$ cat src/rtl/mohs_pkg.sv
package mohs_pkg;
  typedef enum logic [1:0] {
    MODE_HOLD = 2'd0,
    MODE_STEP = 2'd1,
    MODE_LOAD = 2'd2,
    MODE_CLR  = 2'd3
  } chain_mode_e;
endpackage

$ cat src/rtl/mohs_chain.sv
module mohs_chain
  import mohs_pkg::*;
#(
  parameter int W = 7
) (
  input  logic         clk,
  input  logic         rst,
  input  logic         adv_en,
  input  logic         load_en,
  input  logic [W-1:0] load_val,
  output logic [W-1:0] chain_q
);
  chain_mode_e  mode;
  logic         empty_w;
  logic [W-1:0] shifted_w;
  logic [W-1:0] next_w;

  function automatic logic refill(input logic [W-1:0] v);
    return ~(|v);
  endfunction

  function automatic logic [W-1:0] shift_in(input logic [W-1:0] v, input logic b);
    logic [W-1:0] r;
    r = v << 1;
    r[0] = b;
    return r;
  endfunction

  always_comb begin
    if (rst)          mode = MODE_CLR;
    else if (load_en) mode = MODE_LOAD;
    else if (adv_en)  mode = MODE_STEP;
    else              mode = MODE_HOLD;
  end

  assign empty_w   = refill(chain_q);
  assign shifted_w = shift_in(chain_q, empty_w);

  always_comb begin
    unique case (mode)
      MODE_CLR:  next_w = '0;
      MODE_LOAD: next_w = load_val;
      MODE_STEP: next_w = shifted_w;
      default:   next_w = chain_q;
    endcase
  end

  always_ff @(posedge clk) begin
    chain_q <= next_w;
  end


  hold_chk: assert property (@(posedge clk) disable iff (rst)
    (!load_en && !adv_en) |=> $stable(chain_q));


  shift_chk: assert property (@(posedge clk) disable iff (rst)
    (adv_en && !load_en) |=> chain_q[W-1:1] == $past(chain_q[W-2:0]));


  refill_chk: assert property (@(posedge clk) disable iff (rst)
    (adv_en && !load_en) |=> chain_q[0] == ($past(chain_q) == '0));


  load_chk: assert property (@(posedge clk) disable iff (rst)
    load_en |=> chain_q == $past(load_val));
endmodule

$ cat src/rtl/mohs_decode.sv
module mohs_decode #(
  parameter int W = 7
) (
  input  logic [W-1:0] vec,
  output logic [W:0]   onehot
);
  assign onehot[0] = ~(|vec);

  for (genvar k = 1; k <= W; k++) begin : g_dec
    localparam logic [W-1:0] MASK = {{(W-1){1'b0}}, 1'b1} << (k - 1);
    assign onehot[k] = vec[k-1] & ~(|(vec & ~MASK));
  end
endmodule

$ cat src/rtl/mohs_multi_det.sv
module mohs_multi_det #(
  parameter int W = 7
) (
  input  logic [W-1:0] vec,
  output logic         multi
);
  logic [W-1:0] seen;
  logic [W-1:0] dup;

  assign seen[0] = vec[0];
  assign dup[0]  = 1'b0;

  for (genvar i = 1; i < W; i++) begin : g_scan
    assign seen[i] = seen[i-1] | vec[i];
    assign dup[i]  = dup[i-1] | (seen[i-1] & vec[i]);
  end

  assign multi = dup[W-1];


  always_comb begin
    multi_count_chk: assert (multi == ($countones(vec) >= 2));
  end
endmodule

$ cat src/rtl/mohs_sequencer.sv
module mohs_sequencer #(
  parameter int NUM_STATES = 8
) (
  input  logic                  clk,
  input  logic                  rst,
  input  logic                  adv_en,
  input  logic                  load_en,
  input  logic [NUM_STATES-2:0] load_val,
  output logic [NUM_STATES-2:0] state_vec,
  output logic [NUM_STATES-1:0] state_oh,
  output logic                  multi_warn
);
  localparam int CHAIN_W = NUM_STATES - 1;

  logic [CHAIN_W-1:0] chain_w;
  logic [CHAIN_W:0]   dec_w;
  logic               multi_w;

  mohs_chain #(.W(CHAIN_W)) chain_i (
    .clk      (clk),
    .rst      (rst),
    .adv_en   (adv_en),
    .load_en  (load_en),
    .load_val (load_val),
    .chain_q  (chain_w)
  );

  mohs_decode #(.W(CHAIN_W)) decode_i (
    .vec    (chain_w),
    .onehot (dec_w)
  );

  mohs_multi_det #(.W(CHAIN_W)) det_i (
    .vec   (chain_w),
    .multi (multi_w)
  );

  assign state_vec  = chain_w;
  assign state_oh   = dec_w;
  assign multi_warn = multi_w;


  legal_decode_chk: assert property (@(posedge clk) disable iff (rst)
    !multi_w |-> $onehot(dec_w));


  corrupt_decode_chk: assert property (@(posedge clk) disable iff (rst)
    multi_w |-> dec_w == '0);


  ring_closed_chk: assert property (@(posedge clk) disable iff (rst)
    (!multi_w && !load_en) |=> !multi_w);


  wrap_chk: assert property (@(posedge clk) disable iff (rst)
    (dec_w[CHAIN_W] && adv_en && !load_en) |=> dec_w[0]);
endmodule

$ cat config.mk
export PLATFORM = sky130hd
export DESIGN_NAME = mohs_sequencer
export DESIGN_NICKNAME = d
export VERILOG_FILES = /design/src/rtl/mohs_pkg.sv /design/src/rtl/mohs_chain.sv /design/src/rtl/mohs_decode.sv /design/src/rtl/mohs_multi_det.sv /design/src/rtl/mohs_sequencer.sv
export SDC_FILE = /design/constraint.sdc
export NUM_CORES = 1
export LEC_CHECK = 0
export BUFFER_PORTS_ARGS = -buffer_cell sky130_fd_sc_hd__buf_2
export CAP_MARGIN = 10
export CORE_MARGIN = 2
export CORE_UTILIZATION = 40
export DETAILED_ROUTE_END_ITERATION = 16
export GPL_ROUTABILITY_DRIVEN = 1
export GPL_TIMING_DRIVEN = 1
export PLACE_DENSITY = 0.69
export SYNTH_ARGS = -nofsm -noshare
export SYNTH_HDL_FRONTEND = slang
export SYNTH_SLANG_ARGS = --single-unit
$ cat constraint.sdc
create_clock -name clk -period 3.4 [get_ports clk]
set_input_delay 0.85 -clock clk [delete_from_list [all_inputs] [get_ports clk]]
set_output_delay 0.85 -clock clk [all_outputs]
set_load 0.1 [all_outputs]
# Yosys cells after proc, flatten, opt, wreduce, memory -nomap -nowiden
# Index checks and enable logic that the tools add are counted.
# op_classes
addsub	0
mul	0
n_div	0
magnitude_cmp	0
n_eq_ne	3
n_shift	0
n_mux	4
bitwise	31
reduce_logical	9
# op_table
op	n
6-bit OR reduction	7
7-bit case mux with 3 select lines	1
1-bit AND	13
1-bit OR	10
1-bit NOT	8
7-bit OR reduction	1
2-bit equality test, second input constant	2
2-bit two-way mux	2
3-bit nonzero test	1
2-bit by 1-bit equality test with 1-bit output, second input constant	1
1-bit two-way mux	1
# totals
reg_bits	7
latchBits	0
mem_bits_rw	0
romBits	0
in_bits	11
output_inout_bits	16
mem_count	0

# Depth between registers and ports, before layout
# Gate-level depths: netlist of the first run.
# depth
ltp_word	7
ltp_mapped	6
ltp_nobuf	6

# By module
# A second synthesis of the first run with hierarchy kept.
# hier_totals
hier_cells	55
area_unflattened_um2	555.5
# by_module_without_submodules
module	n_inst	cells_each	area_each_um2
mohs_chain	1	32	391.6
mohs_decode	1	14	105.1
mohs_multi_det	1	9	58.8

# Least setup slack after synthesis of the first run
# No wires, ideal clock.
# synth_path
path_type	reg-to-output
startpoint	register chain_i.chain_q[5]
endpoint	output state_oh[3]
arrival_time_ns	4.431
path_slack_ns	-1.881
stages_incl_launch_ff	4
path_buffers	0
path_cell_list	edfxtp_1 nor2_1 nand2_1 nor4b_1
# synth_via
elab_chain_cells	3
# synth_lines
element	line_no	rtl
start, declared	mohs_chain.sv:11	output logic [W-1:0] chain_q
start signal, assigned	mohs_chain.sv:49	chain_q <= next_w;
6-bit OR reduction	mohs_decode.sv:11	assign onehot[k] = vec[k-1] & ~(|(vec & ~MASK));
1-bit NOT	mohs_decode.sv:11	
1-bit AND	mohs_decode.sv:11	
end, declared	mohs_sequencer.sv:10	output logic [NUM_STATES-1:0] state_oh,
# No other way between the ends.

# Worst setup path after layout of the first run
# layout_path
startpoint	register chain_i.chain_q[1]
endpoint	output multi_warn
# layout_via
elab_chain_cells	7
# layout_lines
element	line_no	rtl
1-bit OR	mohs_multi_det.sv:14	assign seen[i] = seen[i-1] | vec[i];
1-bit AND or 1-bit OR (tied branches)	mohs_multi_det.sv:15, mohs_multi_det.sv:14	
1-bit OR, or another cell as far along (3 in a row)	mohs_multi_det.sv:15	assign dup[i] = dup[i-1] | (seen[i-1] & vec[i]);
1-bit OR or 1-bit AND (tied branches)	mohs_multi_det.sv:15	
1-bit OR *	mohs_multi_det.sv:15	
end, declared	mohs_sequencer.sv:11	output logic multi_warn
# Every way passes the cells marked *; elsewhere a longest branch is shown, timed or not.

==> results of run 1 <==
==> layer usage <==
| layer | global-route usage (%) | up-vias |
|---|---|---|
| li1 | - | 258 |
| met1 | 22.9 | 247 |
| met2 | 29.8 | 20 |
| met3 | 1.67 | 2 |
| met4 | 12.5 | 0 |
| met5 | 0 | - |
==> stage by stage <==
step	cell area, µm²	instances	utilization (%)	total power [mW]
after floorplan	566	55	-	0.285
after global placement	691	93	54.4	0.307
after detailed placement	691	93	54.4	0.309
after CTS	718	97	56.6	0.387
after global routing	718	97	56.6	0.403
final	718	97	56.6	0.384
==> cell type report <==
cell class	count	share of cell area, %
clock buffer	3	3.14
clock inverter	1	0.697
multi-input combinational	41	44.1
timing repair buffer	26	18.1
tap	15	2.61
sequential	7	29.3
inverter	4	2.09
==> worst max-delay path, stage by stage (launching register included) <==
cell      delay, ns
edfxtp_1       0.53
or4_4          0.60
o21ai_1        0.10
a41oi_1        0.12
buf_2          0.32
==> Yosys cell counts, types with 2 or more instances <==
| master | n | share of area, % |
|---|---|---|
| nand2_1 | 5 | 3.6 |
| ha_1 | 3 | 7.1 |
| edfxtp_1 | 7 | 40 |
| a21oi_1 | 2 | 1.9 |
| nor4b_1 | 3 | 5.0 |
| nor3b_1 | 4 | 5.7 |
| inv_1 | 4 | 2.8 |
| nor2_1 | 8 | 5.7 |
| a22oi_1 | 6 | 8.6 |
==> kinds of logic (layout without fill, tap and decap cells) <==
group	Yosys count	in the layout	synth area share, %
AOI/OAI and AO/OA	13	13	18.1
buffers and inverters	7	34	7.36
adders and majority gates	3	3	7.13
DFF	7	7	39.9
and+or+nand+nor	25	25	27.6
==> cells in the final DEF (no fill, tap or decap), drive strengths merged <==
cell	synthesis	final
nand2	5	5
inv	4	4
clkbuf	0	3
o31a	1	1
nor3b	4	4
edfxtp	7	7
or2	1	1
a22oi	6	6
nor3	1	1
a21oi	2	2
o21ai	2	2
a211oi	1	1
a41oi	1	1
buf	3	26
or4	1	1
nor4b	3	3
nor2	8	8
clkinv	0	1
nand4	1	1
ha	3	3
and3	1	1
==> worst paths after layout <==
| path | from | end | slack [ns] | cells after the start |
|---|---|---|---|---|
| worst max-delay path | chain_i.chain_q[1]$_DFFE_PP_ | multi_warn | 0.62 | 4 |
| worst min-delay path | chain_i.chain_q[5]$_DFFE_PP_ | chain_i.chain_q[6]$_DFFE_PP_ | 0.78 | 2 |
| worst max register to register | chain_i.chain_q[1]$_DFFE_PP_ | chain_i.chain_q[0]$_DFFE_PP_ | 2.09 | 3 |
| worst min register to register | chain_i.chain_q[5]$_DFFE_PP_ | chain_i.chain_q[6]$_DFFE_PP_ | 0.78 | 2 |
==> report_power, final <==
group | switching [mW] | leakage [nW] | internal, mW
clock | 0.0345 | 0.0177 | 0.0432
combinational | 0.153 | 0.246 | 0.0366
sequential | 0.0145 | 0.0819 | 0.102
total | 0.202 | 0.346 | 0.182
==> impl_metrics.json, run 1 <==
{
  "grt_util_all_layers_pct": 18.4,
  "fmax_ghz": 0.360,
  "portBuffers": 26,
  "timing.clock.skew_ns": 0.00839,
  "areaGrowthSynthToFinish_pct": 36.3,
  "postCtsSetupRepairBufs": 0,
  "wl_met3_um": 78,
  "final_worst_slack_ns": 0.623,
  "route.detailed.vias_per_inst": 5.43,
  "vias_in_the_first_global_route": 445,
  "cp_max_fo": 9,
  "synthesis.instances": 55,
  "dr_total_vias": 527,
  "slew_headroom_pct": 67.5,
  "pin_count": 27,
  "post-route-drc-count": 0,
  "timing.hold.ws_ns": 0.779,
  "chipWidth_um": 40.3,
  "yosysSeqAreaShare_pct": 39.9,
  "layout.nets": 97,
  "drtIter0Drc": 7,
  "synth_fp_nets": 69,
  "async_set_or_reset_flop_fraction_in_the_synthesized_netlist_pct": 0,
  "postSynth.topFlopCell": "edfxtp_1",
  "place_congestion": 0.710,
  "grt-ovfl-total": 0,
  "worst_setup_path_start_kind": "flop",
  "drv_slew": 0,
  "tightest_slew_ns": 0.491,
  "insertedDiodeCount": 0,
  "final-hold-violation-count": 0,
  "final_min_period_over_clock_period_pct": 81.7,
  "met2_length_um": 603,
  "cts.root.buffer_cell": "clkbuf_4",
  "syn-cell-area_um2": 527,
  "clock_insertion_delay_worst_skew_ns": 0.26,
  "cts.sink_count": 7,
  "cts_resized": 0,
  "routed_wire_length_per_instance_um": 13.0,
  "grt_first_pass_wirelength_um": 1910,
  "leakagePower_nw": 0.346,
  "synth_edf_count": 7,
  "synth-seq-cells": 7,
  "min_path_type": "flop to flop",
  "drt-pass1-iter-count": 4,
  "initial_cell_density_of_the_core_pct": 41.5,
  "critical_path_arrival_ns": 1.93,
  "number_of_placement_rows": 13,
  "fp.dieArea_mm2": 0.00162,
  "detailedPlace.worstSlack_ns": 0.905,
  "holdBufCountCts": 0,
  "tritoncts_clock_tree": "yes",
  "crit_end_element": "output pin",
  "ant_nets": 0,
  "detail_route.wirelength_um": 1260,
  "setup_repair_after_global_routing_missed_its_margin": "no",
  "cp.required_ns": 2.55,
  "fillCellCount": 136,
  "routed.top_layer": "met4",
  "finalSetupTns_ns": 0,
  "ir_drop_worst_case_vdd_mv": 0.250,
  "biggestRegsByFlops": "chain_i.chain_q (7)",
  "setup-violations-final": 0,
  "period_minus_slack_ns": 2.78,
  "yosysWarnings": 0,
  "synthesis.area_per_instance_um2": 9.58,
  "grt_max_degree": 11,
  "routedLengthMet1_um": 562,
  "post_route_cells_drive_above_1_share_pct": 50.0,
  "run_status": "finished, final reports clean",
  "cts_max_path_buffers": 2,
  "layout.area.seq_um2": 210,
  "pwr_density_cell_mw_per_mm2": 535,
  "ys_types": 22,
  "multi_input_comb_area_um2": 317,
  "dp_hpwl_um": 962,
  "cap_viol_max_count": 0,
  "registers.top_by_ff_count": "chain_i.chain_q",
  "cts_buffers": 3,
  "largest_register_ff_count": 7,
  "path_clk_slew_ns": 0.06,
  "die_height_um": 40.3,
  "h-tree-depth": 1,
  "antenna_found_initial": 0,
  "path_class": "flop to output pin",
  "core_area_mm2": 0.00127
}
Power figures use the tool's default switching activity.
==> inputs of run 2 (changes only) <==
Settings changed: CORE_UTILIZATION 40 to 38.
Clock period 3.4 ns to 2.55 ns, I/O delays scaled along.
==> impl_metrics.json, run 2 (synthesis results as in run 1) <==
{
  "run_status": "finished, final reports clean",
  "cp_slowest_stage_delay_ns": 0.51,
  "mostFrequentLayoutCells": "21 x buf_2, 7 x edfxtp_1, 6 x a22oi_1, 6 x nor2_1",
  "place_congestion": 0.693,
  "postCtsSetupRepairBufs": 0,
  "r2r_cells": 4,
  "ff2ff_setup_slack_ns": 1.25,
  "h-tree-depth": 1,
  "grt-ovfl-total": 0,
  "final_min_period_over_clock_period_pct": 97.3,
  "cap_viol_max_count": 0,
  "setup-violations-final": 0,
  "worst_setup_path_start_kind": "flop",
  "drtIter0Drc": 18,
  "most_common_cell_after_layout_fill_and_taps_aside": "buf_2",
  "place_area_um2": 877,
  "path_cells": "or4_4 > a211oi_2 > a41oi_4 > buf_2",
  "portBuffers": 26,
  "leakagePower_nw": 0.392,
  "post-route-drc-count": 0,
  "cp.required_ns": 1.91,
  "routed_wire_length_per_instance_um": 13.6,
  "path_clk_slew_ns": 0.05,
  "route.detailed.vias_per_inst": 5.21,
  "whs_path_depth": 3,
  "detailedPlace.worstSlack_ns": 0.329,
  "chipWidth_um": 41.2,
  "final_worst_slack_ns": 0.0688,
  "pwr_density_cell_mw_per_mm2": 626,
  "hold_path_end": "chain_i.chain_q[4]$_DFFE_PP_",
  "slew_headroom_pct": 67.7,
  "tightest_slew_ns": 0.487,
  "grt_first_pass_wirelength_um": 2020,
  "min_from": "load_val[4]",
  "antenna_found_initial": 0,
  "crit_end_element": "output pin",
  "insertedDiodeCount": 0,
  "registers.top_by_ff_count": "chain_i.chain_q",
  "cp_max_fo": 6,
  "cp_num_buf_inv": 1,
  "ir_drop_worst_case_vdd_mv": 0.387,
  "path_class": "flop to output pin",
  "post_route_cells_drive_above_1_share_pct": 57.0,
  "final-hold-violation-count": 0,
  "drv_slew": 0,
  "initial_cell_density_of_the_core_pct": 40.5,
  "dr_total_vias": 526,
  "cts_buffers": 3,
  "crit-reg2reg-capture": "chain_i.chain_q[0]$_DFFE_PP_",
  "cts.sink_count": 7,
  "dp_hpwl_um": 1140,
  "tritoncts_clock_tree": "yes",
  "pin_count": 27,
  "core_area_mm2": 0.00130,
  "min_path_type": "input pin to flop",
  "fp.dieArea_mm2": 0.00170,
  "post-route-cell-area_um2": 906,
  "areaGrowthSynthToFinish_pct": 72.0,
  "launch_instance_of_the_worst_register_to_register_path": "chain_i.chain_q[1]$_DFFE_PP_",
  "crit_cells": 4,
  "ant_nets": 0,
  "cts.root.buffer_cell": "clkbuf_4",
  "number_of_placement_rows": 13,
  "setup_repair_after_global_routing_missed_its_margin": "yes",
  "detail_route.wirelength_um": 1370,
  "biggestRegsByFlops": "chain_i.chain_q (7)",
  "critical-path-slowest-cell": "edfxtp_1",
  "die_height_um": 41.2,
  "cts_max_path_buffers": 2,
  "layout.nets": 101,
  "period_minus_slack_ns": 2.48,
  "clock_insertion_delay_worst_skew_ns": 0.25,
  "critical_path_arrival_ns": 1.84,
  "fmax_ghz": 0.403,
  "grt_util_all_layers_pct": 18.9,
  "drt-pass1-iter-count": 4,
  "timing.clock.skew_ns": 0.00148,
  "grt_max_degree": 10,
  "vias_in_the_first_global_route": 447,
  "critical_path.top_delay_family": "flip-flops",
  "largest_register_ff_count": 7
}
## run 2: worst max path at each step
stage                                  from          end
2_1_floorplan  chain_i.chain_q[5]$_DFFE_PP_  state_oh[1]
3_3_place_gp   chain_i.chain_q[5]$_DFFE_PP_  state_oh[1]
3_5_place_dp   chain_i.chain_q[6]$_DFFE_PP_   multi_warn
4_1_cts        chain_i.chain_q[6]$_DFFE_PP_   multi_warn
5_1_grt        chain_i.chain_q[1]$_DFFE_PP_  state_oh[6]
6_report       chain_i.chain_q[6]$_DFFE_PP_   multi_warn
## run 2: worst register-to-register path, stage by stage (launching register included)
cell and delay (ns):
edfxtp_1 0.39, buf_4 0.19, nor3_2 0.28, nand4_1 0.13, a21oi_1 0.15
## run 2: metal layers
metal | routed length [µm] | track usage [%] | vias up
met5 | 0 | 0 | -
met4 | 12 | 9.68 | 0
met2 | 728 | 31.6 | 24
met3 | 97 | 3.26 | 2
li1 | - | - | 266
met1 | 535 | 22.9 | 234
## run 2: where the power goes
group / switching [mW] / internal [mW] / leakage [nW] / total [mW]
Combinational: 0.238 / 0.0815 / 0.295 / 0.320
Clock: 0.0392 / 0.0596 / 0.0150 / 0.0989
Sequential: 0.0124 / 0.137 / 0.0819 / 0.149
## run 2: timing repair
| action | 4_1_cts | 5_1_grt |
|---|---|---|
| gates resized for setup | 0 | 1 |
| hold buffers | 0 | 0 |
| hold endpoints to repair | 0 | 0 |
| endpoints found under the setup margin | 0 | 3 |
## run 2: cell type report
cell class	instances	area (µm²)
Clock buffer	4	26.3
Fill cell	109	395
Inverter	4	15.0
Multi-Input combinational cell	41	413
Sequential cell	7	210
Tap cell	15	18.8
Timing Repair Buffer	30	223
## run 2: stage by stage
stage	setup TNS (ns)	hold slack, ns	power, mW	std cells	util [%]
after CTS	0	0.702	0.569	101	69.4
after detailed placement	0	0.766	0.472	97	67.4
after floorplan	-3.40	0.861	0.417	55	-
final	0	0.708	0.567	101	69.6
after global routing	-0.0249	0.725	0.591	101	69.6
after global placement	0	0.762	0.467	97	67.4
==> inputs of run 3 (changes only) <==
Settings changed: SETUP_SLACK_MARGIN from default to 0.4.
==> impl_metrics.json, run 3 (synthesis results as in run 1) <==
{
  "grt_max_degree": 10,
  "finalSetupTns_ns": 0,
  "grt_util_all_layers_pct": 19.6,
  "most_common_cell_after_layout_fill_and_taps_aside": "buf_2",
  "post_route_cells_drive_above_1_share_pct": 65.3,
  "period_minus_slack_ns": 2.39,
  "final_util_pct": 84.4,
  "timing.hold.ws_ns": 0.698,
  "final_worst_slack_ns": 0.162,
  "insertedDiodeCount": 0,
  "final_cell_count_without_fillers": 116,
  "leakagePower_nw": 0.486,
  "drt-pass1-iter-count": 4,
  "placedCellCount": 97,
  "largest_register_ff_count": 7,
  "portBuffers": 26,
  "dr_total_vias": 640,
  "detailedPlace.worstSlack_ns": 0.331,
  "cap_viol_max_count": 0,
  "vias_in_the_first_global_route": 516,
  "min_from": "load_val[1]",
  "grt_first_pass_wirelength_um": 2120,
  "run_status": "finished, final reports clean",
  "fmax_ghz": 0.419,
  "cts_buffers": 3,
  "holdBufCountCts": 0,
  "pwr_density_cell_mw_per_mm2": 588,
  "chipWidth_um": 41.2,
  "core_area_mm2": 0.00130,
  "biggestRegsByFlops": "chain_i.chain_q (7)",
  "layout.nets": 116,
  "crit-reg2reg-capture": "chain_i.chain_q[0]$_DFFE_PP_",
  "drtIter0Drc": 12,
  "antenna_found_initial": 0,
  "cts_max_path_buffers": 2,
  "fp.dieArea_mm2": 0.00170,
  "cp_max_fo": 8,
  "cts.root.buffer_cell": "clkbuf_4",
  "critical_path_arrival_ns": 1.75,
  "r2r_cells": 4,
  "post-route-cell-area_mm2": 0.00110,
  "setup_repair_after_global_routing_missed_its_margin": "yes",
  "worst_setup_path_start_kind": "flop",
  "setup-violations-final": 0,
  "final_min_period_over_clock_period_pct": 93.7,
  "routed_wire_length_per_instance_um": 14.5,
  "finalPower_mw": 0.646,
  "launch_instance_of_the_worst_register_to_register_path": "chain_i.chain_q[0]$_DFFE_PP_",
  "route.detailed.vias_per_inst": 5.52,
  "slew_headroom_pct": 67.3,
  "pin_count": 27,
  "clock_insertion_delay_worst_skew_ns": 0.26,
  "dp_hpwl_um": 1040,
  "place_congestion": 0.728,
  "path_class": "flop to output pin",
  "ant_nets": 0,
  "cp.required_ns": 1.91,
  "cts.sink_count": 7,
  "ff2ff_setup_slack_ns": 1.28,
  "number_of_placement_rows": 13,
  "areaGrowthSynthToFinish_pct": 109,
  "tritoncts_clock_tree": "yes",
  "drv_slew": 0,
  "crit_end_element": "output pin",
  "path_clk_slew_ns": 0.05,
  "ir_drop_worst_case_vdd_mv": 0.395,
  "tightest_slew_ns": 0.494,
  "grt-ovfl-total": 0,
  "timing.clock.skew_ns": 0.00568,
  "mostFrequentLayoutCells": "17 x buf_2, 15 x buf_4, 7 x edfxtp_1, 7 x buf_6",
  "final-hold-violation-count": 0,
  "detail_route.wirelength_um": 1690,
  "post-route-drc-count": 0,
  "h-tree-depth": 1,
  "die_height_um": 41.2,
  "whs_path_depth": 3,
  "hold_path_end": "chain_i.chain_q[1]$_DFFE_PP_",
  "initial_cell_density_of_the_core_pct": 40.5,
  "registers.top_by_ff_count": "chain_i.chain_q",
  "place_area_um2": 877,
  "min_path_type": "input pin to flop"
}
## run 3: cell count changes in the layout (fill, tap and decap cells not counted), sizes merged
cell and change:
clkbuf -1, buf +16
## run 3: final cells by class
| class | instances | area (µm²) |
|---|---|---|
| fillers | 78 | 203 |
| multi-input cells | 41 | 432 |
| well taps | 15 | 18.8 |
| inverters | 4 | 15.0 |
| clock buffers | 4 | 26.3 |
| flip-flops and latches | 7 | 210 |
| repair buffers | 45 | 397 |
## run 3: report_power, final
group	internal [mW]	total (mW)	switching, mW
combinational	0.136	0.400	0.265
sequential	0.137	0.144	0.00708
clock	0.0598	0.102	0.0425
## run 3: repair_timing
item | 4_1_cts | 5_1_grt
pin swaps | 4 | 9
buffers inserted | 7 | 8
resized for setup | 18 | 4
endpoints found under the setup margin | 9 | 9
hold endpoints to repair | 0 | 0
## run 3: worst max path at each step
| stage | startpoint | endpoint | slack [ns] | cells after the start |
|---|---|---|---|---|
| global route | chain_i.chain_q[0]$_DFFE_PP_ | state_oh[4] | 0.13 | 5 |
| finish | chain_i.chain_q[1]$_DFFE_PP_ | multi_warn | 0.16 | 5 |
| global placement | chain_i.chain_q[5]$_DFFE_PP_ | state_oh[1] | 0.33 | 4 |
| floorplan | chain_i.chain_q[5]$_DFFE_PP_ | state_oh[1] | -0.49 | 3 |
| CTS | chain_i.chain_q[0]$_DFFE_PP_ | state_oh[5] | 0.22 | 5 |
| detailed placement | chain_i.chain_q[5]$_DFFE_PP_ | state_oh[1] | 0.33 | 4 |
## run 3: critical path: stages, from the launching register on
cell      delay (ns)
edfxtp_1        0.40
buf_4           0.20
o31a_1          0.33
o21ai_2         0.20
a41oi_4         0.15
buf_12          0.20
## run 3: routing by layer
layer | GRT usage [%] | part of all wire (%) | up-vias
met1 | 22.1 | 41 | 313
met3 | 3.26 | 4.4 | 5
li1 | - | - | 297
met4 | 12.1 | 2.1 | 0
met5 | 0 | 0 | -
met2 | 34.0 | 52 | 25
